## config.mk

```make
export PLATFORM = sky130hd
export DESIGN_NAME = oneshot_timer
export DESIGN_NICKNAME = d
export VERILOG_FILES = /design/src/rtl/oneshot_pkg.sv /design/src/rtl/os_trig_detect.sv /design/src/rtl/os_counter_core.sv /design/src/rtl/os_out_stage.sv /design/src/rtl/oneshot_timer.sv
export SDC_FILE = /design/constraint.sdc
export NUM_CORES = 1
export LEC_CHECK = 0
export ABC_CLOCK_PERIOD_IN_PS = 2260
export BUFFER_PORTS_ARGS = -buffer_cell sky130_fd_sc_hd__buf_2
export CORE_MARGIN = 1
export CORE_UTILIZATION = 55
export DETAILED_ROUTE_END_ITERATION = 8
export PLACE_DENSITY = 0.8
export SYNTH_ARGS = -nofsm -noshare
export SYNTH_HDL_FRONTEND = slang
export SYNTH_SLANG_ARGS = --single-unit
```

## constraint.sdc

```tcl
create_clock -name clk -period 2.26 [get_ports clk]
set_input_delay 0.226 -clock clk [delete_from_list [all_inputs] [get_ports clk]]
set_output_delay 0.226 -clock clk [all_outputs]
set_load 0.02 [all_outputs]
```

## src/rtl/oneshot_pkg.sv

```systemverilog
package oneshot_pkg;

  typedef enum logic [1:0] {
    EDGE_NONE = 2'b00,
    EDGE_RISE = 2'b01,
    EDGE_FALL = 2'b10,
    EDGE_BOTH = 2'b11
  } edge_sel_e;

  typedef enum logic [1:0] {
    ST_OFF   = 2'b00,
    ST_ARMED = 2'b01,
    ST_RUN   = 2'b10
  } tmr_state_e;

endpackage

```

## src/rtl/os_trig_detect.sv

```systemverilog
module os_trig_detect #(
  parameter int SYNC_STAGES = 2
) (
  input  logic       clk,
  input  logic       rst,
  input  logic       ext_trig,
  input  logic [1:0] edge_sel,
  input  logic       sw_trig,
  output logic       trig
);
  import oneshot_pkg::*;

  logic [SYNC_STAGES-1:0] sync_q;
  logic                   prev_q;
  logic                   synced;
  logic                   rise_det;
  logic                   fall_det;
  logic                   ext_hit;

  // synchroniser chain, one flop per stage
  for (genvar i = 0; i < SYNC_STAGES; i++) begin : g_sync
    if (i == 0) begin : g_first
      always_ff @(posedge clk) begin
        if (rst) sync_q[0] <= 1'b0;
        else     sync_q[0] <= ext_trig;
      end
    end else begin : g_next
      always_ff @(posedge clk) begin
        if (rst) sync_q[i] <= 1'b0;
        else     sync_q[i] <= sync_q[i-1];
      end
    end
  end

  assign synced = sync_q[SYNC_STAGES-1];

  always_ff @(posedge clk) begin
    if (rst) prev_q <= 1'b0;
    else     prev_q <= synced;
  end

  assign rise_det = synced & ~prev_q;
  assign fall_det = ~synced & prev_q;

  always_comb begin
    unique case (edge_sel_e'(edge_sel))
      EDGE_RISE: ext_hit = rise_det;
      EDGE_FALL: ext_hit = fall_det;
      EDGE_BOTH: ext_hit = rise_det | fall_det;
      default:   ext_hit = 1'b0;
    endcase
  end

  assign trig = ext_hit | sw_trig;

endmodule

```

## src/rtl/os_counter_core.sv

```systemverilog
module os_counter_core #(
  parameter int CNT_W = 16
) (
  input  logic             clk,
  input  logic             rst,
  input  logic             enable,
  input  logic             cnt_en,
  input  logic             trig,
  input  logic [CNT_W-1:0] end_val,
  input  logic [CNT_W-1:0] delay_val,
  output logic [CNT_W-1:0] count,
  output logic             running,
  output logic             in_window,
  output logic             hit_end,
  output logic             hit_delay
);
  import oneshot_pkg::*;

  localparam logic [CNT_W-1:0] PARK = {CNT_W{1'b1}};
  localparam logic [CNT_W-1:0] ZERO = '0;
  localparam logic [CNT_W-1:0] ONE  = CNT_W'(1);

  tmr_state_e       state_q;
  logic [CNT_W-1:0] cnt_q;
  logic [CNT_W-1:0] buf_end_q;
  logic [CNT_W-1:0] buf_dly_q;
  logic             tick;
  logic             at_end;

  assign tick   = (state_q == ST_RUN) && cnt_en;
  assign at_end = (cnt_q == buf_end_q);

  always_ff @(posedge clk) begin
    if (rst || !enable) begin
      state_q <= ST_OFF;
      cnt_q   <= PARK;
    end else begin
      unique case (state_q)
        ST_OFF: begin
          state_q <= ST_ARMED;
          cnt_q   <= PARK;
        end
        ST_ARMED: begin
          if (trig) begin
            state_q <= ST_RUN;
            cnt_q   <= ZERO;
          end
        end
        ST_RUN: begin
          if (tick) begin
            if (at_end) begin
              state_q <= ST_ARMED;
              cnt_q   <= PARK;
            end else begin
              cnt_q <= cnt_q + ONE;
            end
          end
        end
        default: begin
          state_q <= ST_OFF;
          cnt_q   <= PARK;
        end
      endcase
    end
  end

  // compare buffers: captured only when a trigger is accepted
  always_ff @(posedge clk) begin
    if (rst) begin
      buf_end_q <= '0;
      buf_dly_q <= '0;
    end else if (enable && state_q == ST_ARMED && trig) begin
      buf_end_q <= end_val;
      buf_dly_q <= delay_val;
    end
  end

  assign count     = cnt_q;
  assign running   = (state_q == ST_RUN);
  assign in_window = running && (cnt_q >= buf_dly_q);
  assign hit_end   = tick && at_end;
  assign hit_delay = tick && (cnt_q == buf_dly_q);

endmodule

```

## src/rtl/os_out_stage.sv

```systemverilog
module os_out_stage (
  input  logic clk,
  input  logic rst,
  input  logic enable,
  input  logic out_idle_lvl,
  input  logic in_window,
  input  logic hit_end,
  input  logic hit_delay,
  output logic pulse_out,
  output logic irq_end,
  output logic irq_delay
);

  logic pulse_q;
  logic irq_end_q;
  logic irq_dly_q;

  always_ff @(posedge clk) begin
    if (rst) begin
      pulse_q   <= out_idle_lvl;
      irq_end_q <= 1'b0;
      irq_dly_q <= 1'b0;
    end else begin
      pulse_q   <= out_idle_lvl ^ (enable && in_window);
      irq_end_q <= enable && hit_end;
      irq_dly_q <= enable && hit_delay;
    end
  end

  assign pulse_out = pulse_q;
  assign irq_end   = irq_end_q;
  assign irq_delay = irq_dly_q;

endmodule

```

## src/rtl/oneshot_timer.sv

```systemverilog
module oneshot_timer #(
  parameter int CNT_W       = 16,
  parameter int SYNC_STAGES = 2
) (
  input  logic             clk,
  input  logic             rst,
  input  logic             cnt_en,
  input  logic             enable,
  input  logic [1:0]       edge_sel,
  input  logic             out_idle_lvl,
  input  logic [CNT_W-1:0] end_val,
  input  logic [CNT_W-1:0] delay_val,
  input  logic             ext_trig,
  input  logic             sw_trig,
  output logic             pulse_out,
  output logic             irq_end,
  output logic             irq_delay,
  output logic [CNT_W-1:0] count
);

  logic trig;
  logic running;
  logic in_window;
  logic hit_end;
  logic hit_delay;

  os_trig_detect #(.SYNC_STAGES(SYNC_STAGES)) u_trig (
    .clk      (clk),
    .rst      (rst),
    .ext_trig (ext_trig),
    .edge_sel (edge_sel),
    .sw_trig  (sw_trig),
    .trig     (trig)
  );

  os_counter_core #(.CNT_W(CNT_W)) u_core (
    .clk       (clk),
    .rst       (rst),
    .enable    (enable),
    .cnt_en    (cnt_en),
    .trig      (trig),
    .end_val   (end_val),
    .delay_val (delay_val),
    .count     (count),
    .running   (running),
    .in_window (in_window),
    .hit_end   (hit_end),
    .hit_delay (hit_delay)
  );

  os_out_stage u_out (
    .clk          (clk),
    .rst          (rst),
    .enable       (enable),
    .out_idle_lvl (out_idle_lvl),
    .in_window    (in_window),
    .hit_end      (hit_end),
    .hit_delay    (hit_delay),
    .pulse_out    (pulse_out),
    .irq_end      (irq_end),
    .irq_delay    (irq_delay)
  );

endmodule

```

-- Yosys cells after proc, flatten, opt, wreduce, memory -nomap -nowiden
Cells that the tools add are included.
- reduce and logical (&&, ||, !) cells: 14
- divide/modulo/power cells: 0
- add/subtract/negate cells: 1
- bitwise operators: 7
- equality and inequality tests: 10
- $mul: 0
- magnitude comparators: 1
- multiplexer cells: 10
- shift-type cells: 0
- operator list (kind ; number):
    16-bit two-way mux ; 3
    16-bit equality test ; 2
    16-bit case mux with 2 select lines ; 1
    16-bit by 1-bit adder with 16-bit output (second input constant) ; 1
    16-bit greater-or-equal comparator ; 1
    1-bit logical AND ; 9
    2-bit equality test (second input constant) ; 3
    2-bit two-way mux ; 3
    2-bit case mux with 3 select lines ; 1
    2-bit by 1-bit equality test with 1-bit output (second input constant) ; 2
    2-bit != test (second input constant) ; 2
    1-bit case mux with 3 select lines ; 1
    3-bit AND reduction ; 1
    1-bit bitwise AND ; 2
    2-bit logical NOT ; 1
    2-bit by 1-bit != test with 1-bit output (second input constant) ; 1
    1-bit NOT ; 2
    1-bit bitwise OR ; 2
    2-bit AND reduction ; 1
    1-bit logical NOT ; 1
    1-bit logical OR ; 1
    1-bit two-way mux ; 1
    1-bit XOR ; 1
- register bits: 56
- memory bits (read-only): 0
- RAM bits: 0
- latch bits: 0
- output and inout bits: 19
- input port bits: 41
- memories kept: 0

-- Logic depth before layout (Yosys ltp)
Gate-level depths: netlist of the first run.
- depth in word-level cells: 7
- gate-level depth with buffers: 8
- depth with buffers taken out: 7

-- Modules after synthesis
From an unflattened synthesis of the first run, not the netlist that was laid out.
- cell total of the unflattened synthesis: 363
- area total of the unflattened synthesis: 2924.1 sq um
- by module, submodules not included (module ; cells each ; times used ; area each (sq um)):
    os_counter_core ; 341 ; 1 ; 2690.1
    os_trig_detect ; 15 ; 1 ; 137.6
    os_out_stage ; 7 ; 1 ; 96.3

-- Worst setup path after synthesis of the first run
Ideal clock, no wire load.
- kind: register to register
- from: reg u_core.cnt_q[1], in the netlist u_core.count[1]
- to: reg u_core.cnt_q[14], in the netlist u_core.count[14]
- arrival time: 1.680 ns
- cell stages (with the launch flop): 7
- setup slack: 0.443 ns
- path buffers: 0
- path through: dfxtp_1 -> ha_1 -> nand3_1 -> nor4_1 -> a31oi_1 -> o21ai_1 -> nand3_1
- cells in the longest elaborated chain, start to end: 4
- ends and longest elaborated chain (what ; line ; text):
    start, declared ; os_counter_core.sv:24 ; logic [CNT_W-1:0] cnt_q;
    start signal, assigned ; os_counter_core.sv:55 ; cnt_q <= cnt_q + ONE;
    16-bit by 1-bit adder with 16-bit output / 16-bit equality test (equally long branches) ; os_counter_core.sv:55, os_counter_core.sv:31 ;
    16-bit two-way mux (*) ; os_counter_core.sv:51 ; if (at_end) begin
    16-bit two-way mux (*) ; os_counter_core.sv:50 ; if (tick) begin
    16-bit case mux with 2 select lines (*) ; os_counter_core.sv:38 ; unique case (state_q)
Mark *: on every way between the ends. The rest lies on a longest branch, timed or not. The select of a mux whose other input is x is not followed.
A chain may end at the register's enable or synchronous reset.

-- Worst setup path after layout of the first run
- from: reg u_core.cnt_q[13], in the netlist u_core.count[13]
- to: reg u_out.pulse_q, in the netlist u_out.pulse_out
- cells in the longest elaborated chain, start to end: 5
- ends and longest elaborated chain (what ; line ; text):
    16-bit greater-or-equal comparator ; os_counter_core.sv:80 ; assign in_window = running && (cnt_q >= buf_dly_q);
    1-bit logical AND ; os_counter_core.sv:80 ;
    1-bit logical AND ; os_out_stage.sv:24 ; pulse_q <= out_idle_lvl ^ (enable && in_window);
    1-bit XOR ; os_out_stage.sv:24 ;
    1-bit two-way mux ; os_out_stage.sv:19 ; if (rst) begin
    end signal, assigned ; os_out_stage.sv:20 ; pulse_q <= out_idle_lvl;
    end signal, assigned ; os_out_stage.sv:24 ;
    end, declared ; os_out_stage.sv:14 ; logic pulse_q;
No other way between the ends.

==> metrics.md, run 1 <==
| Metric | Value |
|---|---|
| Outcome | finished clean |
| WP buf/inv | 0 |
| Slowest stage delay, CP | 0.44 ns |
| Peak supply drop | 0.370 mV |
| Final layout net count | 461 |
| First-pass GRT wire length | 12.0 mm |
| Post-CTS Hold Fix Bufs | 0 |
| Final HPWL DP | 5.34 mm |
| Share of layout cells above drive strength 1 | 21.4% |
| Pin count of the biggest net entering global routing | 37 |
| Slew @ Worst Pin | 0.602 ns |
| Hold crit path type | in2reg |
| Achievable Freq | 475 MHz |
| Lkg Pwr | 1.68 nW |
| Sw Share | 28.6% |
| Sequential fraction of design power | 52.4% |
| Post-Layout Cell Count | 472 |
| Cell Pwr Density | 576 nW/um2 |
| Dpl cell area | 3410 um2 |
| Setup violations, final | 0 |
| Final Hold Fails | 0 |
| Final WL | 7.16 mm |
| DR iter-0 viols | 277 |
| DR WL/cell | 15.2 um |
| Postcts setup bufs | 0 |
| Antenna Violating Nets Remaining | 0 |
| Total CTS buffers | 5 |
| Clock power share | 27.9% |
| Final setup skew | 0.00442 ns |
| Syn Area/Cell | 8.89 um2 |
| DR vias | 2654 |
| Crit Reg-Reg Startpoint | u_core.count[13]$_SDFFE_PP1P_ |
| Post_cts resized | 0 |
| Seq/Total Area, Yosys | 37.2% |
| Max cap viols | 0 |
| Post-DR vias/cell | 5.62 |
| Core area | 5200 um2 |
| Io pins | 60 |
| CP endpoint | u_out.pulse_out$_DFF_P_ |
| Critical Path AT | 2.35 ns |
| GP Congestion | 0.873 |
| CP max FO | 9 |
| Mapped Cells | 339 |
| Synth Register Bits | 56 |
| Relative slew slack | 59.6% |
| RSZ-0062 raised after global routing | false |
| Crit path cell chain | ha_1 -> nand4_1 -> nor3_2 -> o311ai_1 -> a311oi_1 -> xor2_1 |
| Warnings, synthesis | 0 |
| Worst-case reg-to-reg path depth | 6 |
| Hold Path Stages | 2 |
| Total Routing Usage GR | 25.9% |
| Fillers | 440 |
| Worst Setup Slack, final | 0.153 ns |
| Clock slew at the register clock pins of the worst setup and hold paths | 0.09 ns |
| Crit path from | u_core.count[13]$_SDFFE_PP1P_ |
| Net load switching power | 0.578 mW |
| PortBufs | 59 |
| Tmin final | 2.11 ns |
| Initial antenna violation count | 0 |
| Combinational share of power | 19.7% |
| Finished Cell Area | 3500 um2 |
| Startpoint types | flip-flop |
| Final worst-path cycle share | 93.2% |
| WS Path Type | reg2reg |
| R2r setup slk | 0.15 ns |
| Slowest CP cell | dfxtp_1 |
| CTS tree | done |
| Most used DFF post-synth | dfxtp_1 |
| Levels on crit path | 6 |
| Clock Tree Buf Depth | 2 |
| Die W | 76.0 um |
| Placed insts | 464 |
| Slew Limit Fails | 0 |
| Final core utilization | 67.3% |
| Pre-antenna DRT Iters | 7 |
| Starting Density | 57.9% |
| CP required | 2.50 ns |
| Worst skew pair latency | 0.31 ns |
| Vias in the first global route | 2600 |
| Total negative slack | 0 ns |
| Post-synthesis net count | 399 |
| Total die area | 5780 um2 |
| Asr flop ratio synth | 0% |
| CTS H-Tree Depth | 2 |
| Pre-CTS setup slack | 0.119 ns |
| Die Ht | 76.0 um |
| Area Overhead vs Synth | 16.3% |
| Count of cell types in the netlist | 44 |
| Crit-path leading delay family | compound AO/OA/AOI/OAI gates |
| Root buffer cell | clkbuf_8 |
| Int Power | 1.44 mW |
| # DRC | 0 |
| Synth Cell Area | 3010 um2 |
| Clock sinks | 56 |
| Row Count | 26 |
| Antenna diodes | 0 |
| Overflow after GRT | 0 |
| Critical path capture point type | flip-flop |
| Worst reg2reg endpoint | u_out.pulse_out$_DFF_P_ |
| Post-synth EDFFs | 0 |
[metrics by stage]
stage | power, mW | hold slack [ns]
6_report | 2.02 | 0.0987
5_1_grt | 2.12 | 0.110
4_1_cts | 2.03 | 0.0962
3_5_place_dp | 1.47 | 0.424
3_3_place_gp | 1.46 | 0.418
2_1_floorplan | 1.34 | 0.323
[synth_stat cells, types with 3 or more instances]
master,number,area [um2]
nand4_1,11,68.8
nor4_1,3,18.8
o31ai_1,8,60.1
a21oi_1,10,50.1
mux2i_1,32,320
nor2b_1,6,37.5
o21ai_1,11,55.1
nand2b_1,7,43.8
nand2_1,16,60.1
xnor2_1,15,131
o2111ai_1,4,35.0
nand3_1,11,55.1
o21ai_0,9,45.0
clkbuf_1,5,18.8
nor2_1,49,184
and4b_1,3,30.0
ha_1,19,238
nor3_1,4,20.0
dfxtp_1,56,1120
buf_4,3,22.5
buf_2,5,25.0
or3_1,3,18.8
inv_1,20,75.1
a31oi_1,4,25.0
[power groups by stage]
stage	Combinational, mW	Clock (mW)	Sequential (mW)
CTS	0.397	0.572	1.06
global route	0.443	0.611	1.06
global placement	0.378	0	1.08
detailed placement	0.393	0	1.08
finish	0.398	0.563	1.06
floorplan	0.257	0	1.08
[worst min-delay path by stage]
stage | end | startpoint
after floorplan | u_out.pulse_out$_DFF_P_ | out_idle_lvl
after global placement | u_trig.synced$_SDFF_PP0_ | u_trig.sync_q[0]$_SDFF_PP0_
after detailed placement | u_out.pulse_out$_DFF_P_ | out_idle_lvl
after CTS | u_out.pulse_out$_DFF_P_ | out_idle_lvl
after global routing | u_out.pulse_out$_DFF_P_ | out_idle_lvl
final | u_out.pulse_out$_DFF_P_ | out_idle_lvl
[cells in the final DEF (no fill, tap or decap), types with 2 or more instances in the layout]
| cell type | n |
|---|---|
| nor3_1 | 3 |
| buf_2 | 59 |
| mux2i_1 | 32 |
| inv_1 | 20 |
| nor4_1 | 3 |
| and3_1 | 2 |
| nand3b_1 | 2 |
| buf_4 | 11 |
| nand3_1 | 11 |
| nor2_1 | 49 |
| dfxtp_1 | 56 |
| xnor2_1 | 15 |
| and2_1 | 2 |
| clkinv_2 | 2 |
| clkbuf_8 | 6 |
| o2111ai_1 | 4 |
| nand2_1 | 16 |
| ha_1 | 19 |
| and4_1 | 2 |
| o31ai_1 | 8 |
| nand4_1 | 11 |
| or3_1 | 3 |
| o21ai_0 | 9 |
| nor2b_1 | 6 |
| and4b_1 | 3 |
| a31oi_1 | 4 |
| a21oi_1 | 10 |
| nand2b_1 | 7 |
| o21ai_1 | 11 |
[metal layers]
| metal | GRT usage (%) | share of wire, % |
|---|---|---|
| met4 | 9.23 | 2.4 |
| met5 | 0 | 0 |
| met2 | 46.3 | 50 |
| met1 | 30.7 | 41 |
| met3 | 5.03 | 6.4 |
[final cells by class]
class | instances | area, um2 | share of cell area [%]
clock inverter | 2 | 10.0 | 0.286
sequential | 56 | 1120 | 32.0
tap | 70 | 87.6 | 2.50
clock buffer | 6 | 82.6 | 2.36
inverter | 20 | 75.1 | 2.14
timing repair buffer | 71 | 398 | 11.4
multi-input combinational | 247 | 1730 | 49.4
[cell families after synthesis]
logic type	count (synthesis)	synth area share [%]
multiplexers	32	10.6
adder cells (fa/ha/maj)	19	7.89
XOR/XNOR	17	5.19
AO/OA/AOI/OAI	55	12.6
AND/OR/NAND/NOR	124	21.0
flip-flops	56	37.2
buffers and inverters	36	5.56
[state kept, by name, summed over array words and instances, names as in the netlist, 2 cells and up]
name and cells:
u_core.buf_dly_q 16, u_core.count 16, u_core.buf_end_q 16, u_core.state_q 2
(Power assumes the default switching activity.)
==> run 2: changes to the inputs <==
--- a/config.mk
+++ b/config.mk
@@ -7,6 +7,8 @@
 export LEC_CHECK = 0
 export ABC_CLOCK_PERIOD_IN_PS = 2260
 export BUFFER_PORTS_ARGS = -buffer_cell sky130_fd_sc_hd__buf_2
+export CAP_MARGIN = 20
+export CORE_ASPECT_RATIO = 0.8
 export CORE_MARGIN = 1
 export CORE_UTILIZATION = 55
 export DETAILED_ROUTE_END_ITERATION = 8
==> metrics.md, run 2 (synthesis gave the netlist of run 1 again) <==
| Metric | Value |
|---|---|
| Outcome | finished with violations |
| Failing checks | DRC |
| First-pass GRT wire length | 11.3 mm (-5.6%) |
| CTS H-Tree Depth | 2 (unchanged) |
| Final WL | 6.83 mm (-4.5%) |
| Critical Path AT | 2.32 ns (-0.03 ns) |
| Overflow after GRT | 0 (unchanged) |
| Area Overhead vs Synth | 15.8% |
| Slowest stage delay, CP | 0.46 ns (+0.02 ns) |
| Max cap viols | 0 (unchanged) |
| Final worst-path cycle share | 92.3% (-0.93 points) |
| Total negative slack | 0 ns (unchanged) |
| Pre-antenna DRT Iters | 7 (unchanged) |
| Total die area | 5780 um2 (about the same) |
| Most frequent cells in the layout | 59 x buf_2, 56 x dfxtp_1, 49 x nor2_1, 32 x mux2i_1, 20 x inv_1 |
| Worst skew pair latency | 0.30 ns (about the same) |
| Cell Pwr Density | 574 nW/um2 (-0.30%) |
| Row Count | 23 (-12%) |
| Startpoint types | flip-flop |
| Clock Tree Buf Depth | 2 (unchanged) |
| Final layout net count | 463 (+0.43%) |
| Pre-CTS setup slack | 0.229 ns (+0.110 ns) |
| DR vias | 2604 (-1.9%) |
| Hold crit path type | in2reg |
| Critical path capture point type | flip-flop |
| CTS tree | done |
| Worst Setup Slack, final | 0.174 ns (+0.0210 ns) |
| Tmin final | 2.09 ns (-0.0210 ns) |
| Post-DR vias/cell | 5.59 (-0.62%) |
| R2r setup slk | 0.17 ns (+0.02 ns) |
| DR WL/cell | 14.7 um (-3.3%) |
| Vias in the first global route | 2444 (-6.0%) |
| Antenna diodes | 0 (unchanged) |
| Post_cts resized | 0 (unchanged) |
| Post-CTS Hold Fix Bufs | 0 (unchanged) |
| Root buffer cell | clkbuf_8 |
| GP Congestion | 0.870 (-0.37%) |
| Slowest CP cell | nor3_1 |
| Achievable Freq | 479 MHz (+1.0%) |
| WS Path Type | reg2reg |
| Die W | 84.8 um (+11%) |
| Slew Limit Fails | 0 (unchanged) |
| Postcts setup bufs | 0 (unchanged) |
| Slew @ Worst Pin | 0.618 ns (+0.0165 ns) |
| # DRC | 2 (+2) |
| Core area | 5150 um2 (-1.0%) |
| Antenna Violating Nets Remaining | 0 (unchanged) |
| Starting Density | 58.5% (+0.60 points) |
| Relative slew slack | 58.5% (-1.1 points) |
| Peak supply drop | 0.413 mV (+12%) |
| Finished Cell Area | 3490 um2 (-0.43%) |
| Total CTS buffers | 5 (unchanged) |
| CP required | 2.50 ns (about the same) |
| Dpl cell area | 3400 um2 (-0.22%) |
| Lkg Pwr | 1.68 nW (-0.20%) |
| Initial antenna violation count | 0 (unchanged) |
| RSZ-0062 raised after global routing | false |
| PortBufs | 59 (unchanged) |
| CP max FO | 8 (-1) |
| Die Ht | 68.2 um (-10%) |
| DR iter-0 viols | 211 (-24%) |
| Pin count of the biggest net entering global routing | 37 (unchanged) |
| Setup violations, final | 0 (unchanged) |
| Final Hold Fails | 0 (unchanged) |
| Total Routing Usage GR | 25.2% (-0.66 points) |
| Clock slew at the register clock pins of the worst setup and hold paths | 0.09 ns (about the same) |
| Crit path cell chain | ha_1 -> nand4_1 -> nor3_1 -> o311ai_1 -> a311oi_1 -> xor2_1 |
| Clock sinks | 56 (unchanged) |
| Final HPWL DP | 5.16 mm (-3.5%) |
| Commonest non-fill, non-tap cell in the layout | buf_2 |
| Share of layout cells above drive strength 1 | 21.0% (-0.35 points) |
| Io pins | 60 (unchanged) |
| Final setup skew | 0.00577 ns (+0.00135 ns) |
run 2: cell types whose count changed in the layout (fill, tap and decap cells not counted):
| cell | previous run | this run |
|---|---|---|
| buf_12 | 1 | 0 |
| buf_4 | 11 | 14 |
| clkbuf_1 | 0 | 2 |
| clkinv_2 | 2 | 0 |
| nor3_1 | 3 | 4 |
| nor3_2 | 1 | 0 |
run 2: per-stage QoR:
stage	util, %	instances	total power [mW]	hold WS, ns
floorplan	-	339	1.34	0.323
global placement	66.0	458	1.46	0.417
detailed placement	66.0	458	1.47	0.429
CTS	67.7	466	2.01	0.105
global route	67.7	466	2.11	0.102
finish	67.7	466	2.00	0.105
run 2: worst paths after layout:
| check | start | endpoint | cells after the start |
|---|---|---|---|
| max | u_core.count[12]$_SDFFE_PP1P_ | u_out.pulse_out$_DFF_P_ | 6 |
| min | out_idle_lvl | u_out.pulse_out$_DFF_P_ | 2 |
| max reg2reg | u_core.count[12]$_SDFFE_PP1P_ | u_out.pulse_out$_DFF_P_ | 6 |
| min reg2reg | u_trig.sync_q[0]$_SDFF_PP0_ | u_trig.synced$_SDFF_PP0_ | 1 |
run 2: cell type report:
| cell class | count | area [um2] |
|---|---|---|
| fillers | 425 | 1660 |
| multi-input cells | 247 | 1730 |
| well taps | 62 | 77.6 |
| inverters | 20 | 75.1 |
| repair buffers | 73 | 400 |
| flip-flops and latches | 56 | 1120 |
| clock buffers | 8 | 90.1 |
run 2: per-layer routing:
layer  global-route usage (%)  vias to the layer above  wire (um)  share of wire [%]
met5                        0                        -          0                  0
met4                     5.93                        0         68                1.0
met3                     5.31                        8        392                5.7
met2                     43.2                       87       3180                 46
met1                     33.1                     1184       3200                 47
li1                         -                     1325          -                  -
run 2: report_power, final:
| group | leakage, nW | switching, mW | total, mW | internal (mW) |
|---|---|---|---|---|
| registers | 0.455 | 0.0385 | 1.06 | 1.02 |
| logic | 1.18 | 0.215 | 0.392 | 0.178 |
| clock network | 0.0455 | 0.304 | 0.555 | 0.251 |
run 2: critical path: cells and delay by family, from the launching register on:
family / cells / cell delay (ns)
AO/OA/AOI/OAI: 2 / 0.53
XOR/XNOR: 1 / 0.17
adder cells (fa/ha/maj): 1 / 0.33
flip-flops: 1 / 0.43
AND/OR/NAND/NOR: 2 / 0.57
==> run 3: changes to the inputs <==
--- a/config.mk
+++ b/config.mk
@@ -8,7 +8,7 @@
 export ABC_CLOCK_PERIOD_IN_PS = 2260
 export BUFFER_PORTS_ARGS = -buffer_cell sky130_fd_sc_hd__buf_2
 export CAP_MARGIN = 20
-export CORE_ASPECT_RATIO = 0.8
+export CORE_ASPECT_RATIO = 1.25
 export CORE_MARGIN = 1
 export CORE_UTILIZATION = 55
 export DETAILED_ROUTE_END_ITERATION = 8
==> metrics.md, run 3 (synthesis gave the netlist of run 1 again) <==
| Metric | Value |
|---|---|
| Outcome | finished clean |
| Core area | 5190 um2 (+0.73%) |
| Net load switching power | 0.569 mW (+2.1%) |
| Crit path cell chain | ha_1 -> nand4_1 -> nor3_2 -> o311ai_1 -> a311oi_1 -> xor2_1 |
| Finished Cell Area | 3480 um2 (-0.14%) |
| Worst Setup Slack, final | 0.251 ns (+0.0771 ns) |
| CP required | 2.51 ns (about the same) |
| Slew Limit Fails | 0 (unchanged) |
| First-pass GRT wire length | 11.3 mm (+0.24%) |
| Dpl cell area | 3390 um2 (-0.29%) |
| Crit-path leading delay family | compound AO/OA/AOI/OAI gates |
| Most frequent cells in the layout | 59 x buf_2, 56 x dfxtp_1, 49 x nor2_1, 32 x mux2i_1, 20 x inv_1 |
| Worst-case reg-to-reg path depth | 6 (unchanged) |
| Total die area | 5780 um2 (unchanged) |
| PortBufs | 59 (unchanged) |
| Final HPWL DP | 5.03 mm (-2.5%) |
| Worst skew pair latency | 0.31 ns (about the same) |
| # DRC | 0 (-2) |
| Area Overhead vs Synth | 15.6% |
| Relative slew slack | 58.3% (-0.17 points) |
| Antenna diodes | 0 (unchanged) |
| Setup violations, final | 0 (unchanged) |
| Slowest CP cell | dfxtp_1 |
| Pin count of the biggest net entering global routing | 37 (unchanged) |
| Total CTS buffers | 5 (unchanged) |
| Pre-antenna DRT Iters | 5 (-2) |
| Slew @ Worst Pin | 0.619 ns (+0.00100 ns) |
| Initial antenna violation count | 0 (unchanged) |
| CTS H-Tree Depth | 2 (unchanged) |
| Min-delay src | out_idle_lvl |
| Achievable Freq | 498 MHz (+3.8%) |
| CTS tree | done |
| Int Power | 1.44 mW (-0.52%) |
| R2r setup slk | 0.25 ns (+0.08 ns) |
| Die Ht | 84.8 um (+24%) |
| Total Routing Usage GR | 25.9% (+0.69 points) |
| Commonest non-fill, non-tap cell in the layout | buf_2 |
| Postcts setup bufs | 0 (unchanged) |
| Final core utilization | 67.2% (-0.59 points) |
| RSZ-0062 raised after global routing | false |
| Crit Reg-Reg Startpoint | u_core.count[13]$_SDFFE_PP1P_ |
| Row Count | 29 (+26%) |
| Antenna Violating Nets Remaining | 0 (unchanged) |
| Post-DR vias/cell | 5.65 (+1.1%) |
| Combinational share of power | 18.9% (-0.7 points) |
| DR vias | 2615 (+0.42%) |
| Max cap viols | 0 (unchanged) |
| Root buffer cell | clkbuf_8 |
| Io pins | 60 (unchanged) |
| Share of layout cells above drive strength 1 | 20.7% (-0.34 points) |
| Total negative slack | 0 ns (unchanged) |
| Critical path capture point type | flip-flop |
| Sw Share | 28.4% (+0.53 points) |
| Lkg Pwr | 1.67 nW (-0.33%) |
| Critical Path AT | 2.26 ns (-0.06 ns) |
| Worst reg2reg endpoint | u_out.pulse_out$_DFF_P_ |
| WP buf/inv | 0 (unchanged) |
| Peak supply drop | 0.371 mV (-10%) |
| Final layout net count | 460 (-0.65%) |
| Cell Pwr Density | 576 nW/um2 (+0.36%) |
| Overflow after GRT | 0 (unchanged) |
| CP max FO | 9 (+1) |
| Tmin final | 2.01 ns (-0.0771 ns) |
| Starting Density | 58.1% (-0.42 points) |
| Sequential fraction of design power | 52.7% (about the same) |
| Clock sinks | 56 (unchanged) |
| Clock power share | 28.3% (+0.6 points) |
| Final Hold Fails | 0 (unchanged) |
| WS Path Type | reg2reg |
| Slowest stage delay, CP | 0.44 ns (-0.02 ns) |
| Die W | 68.2 um (-20%) |
| Hold Path Stages | 2 (unchanged) |
| Final WL | 6.68 mm (-2.2%) |
| DR WL/cell | 14.4 um (-1.6%) |
| DR iter-0 viols | 199 (-5.7%) |
| Clock slew at the register clock pins of the worst setup and hold paths | 0.10 ns (about the same) |
| Final setup skew | 0.00594 ns (+0.000172 ns) |
| Vias in the first global route | 2495 (+2.1%) |
| Tot Pwr | 2.01 mW (+0.21%) |
| GP Congestion | 0.894 (+2.8%) |
| Hold Path End | u_out.pulse_out$_DFF_P_ |
| Startpoint types | flip-flop |
| Pre-CTS setup slack | 0.128 ns (-0.101 ns) |
| Final worst-path cycle share | 88.9% (-3.4 points) |
| Hold crit path type | in2reg |
| Clock Tree Buf Depth | 2 (unchanged) |
-- run 3: metrics by stage --
| step | std cells | hold WS [ns] |
|---|---|---|
| final | 463 | 0.0936 |
| after global routing | 463 | 0.0882 |
| after CTS | 463 | 0.0903 |
| after detailed placement | 455 | 0.426 |
| after global placement | 455 | 0.418 |
| after floorplan | 339 | 0.323 |
-- run 3: worst max path at each step --
stage | endpoint | slack, ns | from | cells after the start
global route | u_out.pulse_out$_DFF_P_ | 0.08 | u_core.count[13]$_SDFFE_PP1P_ | 6
global placement | u_out.pulse_out$_DFF_P_ | 0.14 | u_core.count[13]$_SDFFE_PP1P_ | 6
floorplan | u_core.count[14]$_SDFFE_PP1P_ | 0.44 | u_core.count[1]$_SDFFE_PP1P_ | 6
CTS | u_out.pulse_out$_DFF_P_ | 0.11 | u_core.count[13]$_SDFFE_PP1P_ | 6
finish | u_out.pulse_out$_DFF_P_ | 0.25 | u_core.count[13]$_SDFFE_PP1P_ | 6
detailed placement | u_out.pulse_out$_DFF_P_ | 0.13 | u_core.count[13]$_SDFFE_PP1P_ | 6
-- run 3: worst register-to-register path: stages (launching register included) --
cell      delay, ns
dfxtp_1        0.44
ha_1           0.35
nand4_1        0.14
nor3_2         0.31
o311ai_1       0.17
a311oi_1       0.37
xor2_1         0.17
-- run 3: power by group through the flow --
stage          Clock [mW]  Combinational (mW)  Sequential [mW]
3_5_place_dp            0               0.378             1.08
4_1_cts             0.582               0.380             1.06
5_1_grt             0.613               0.429             1.06
2_1_floorplan           0               0.257             1.08
3_3_place_gp            0               0.366             1.08
6_report            0.569               0.380             1.06
-- run 3: final cells by class --
class | count | area (um2)
Tap cell | 62 | 77.6
Timing Repair Buffer | 70 | 390
Fill cell | 450 | 1700
Clock buffer | 8 | 90.1
Sequential cell | 56 | 1120
Multi-Input combinational cell | 247 | 1730
Inverter | 20 | 75.1
-- run 3: timing repair --
item,CTS,global route
hold buffers,0,0
hold endpoints to repair,0,0
endpoints found under the setup margin,0,1
gates resized for setup,0,1
-- run 3: metal layers --
layer  vias up  share of wire (%)  global-route usage (%)
met3        12                5.6                    4.48
met5         -                  0                       0
met2        90                 49                    42.9
met1      1195                 43                    32.5
li1       1318                  -                       -
met4         0                2.3                    9.85
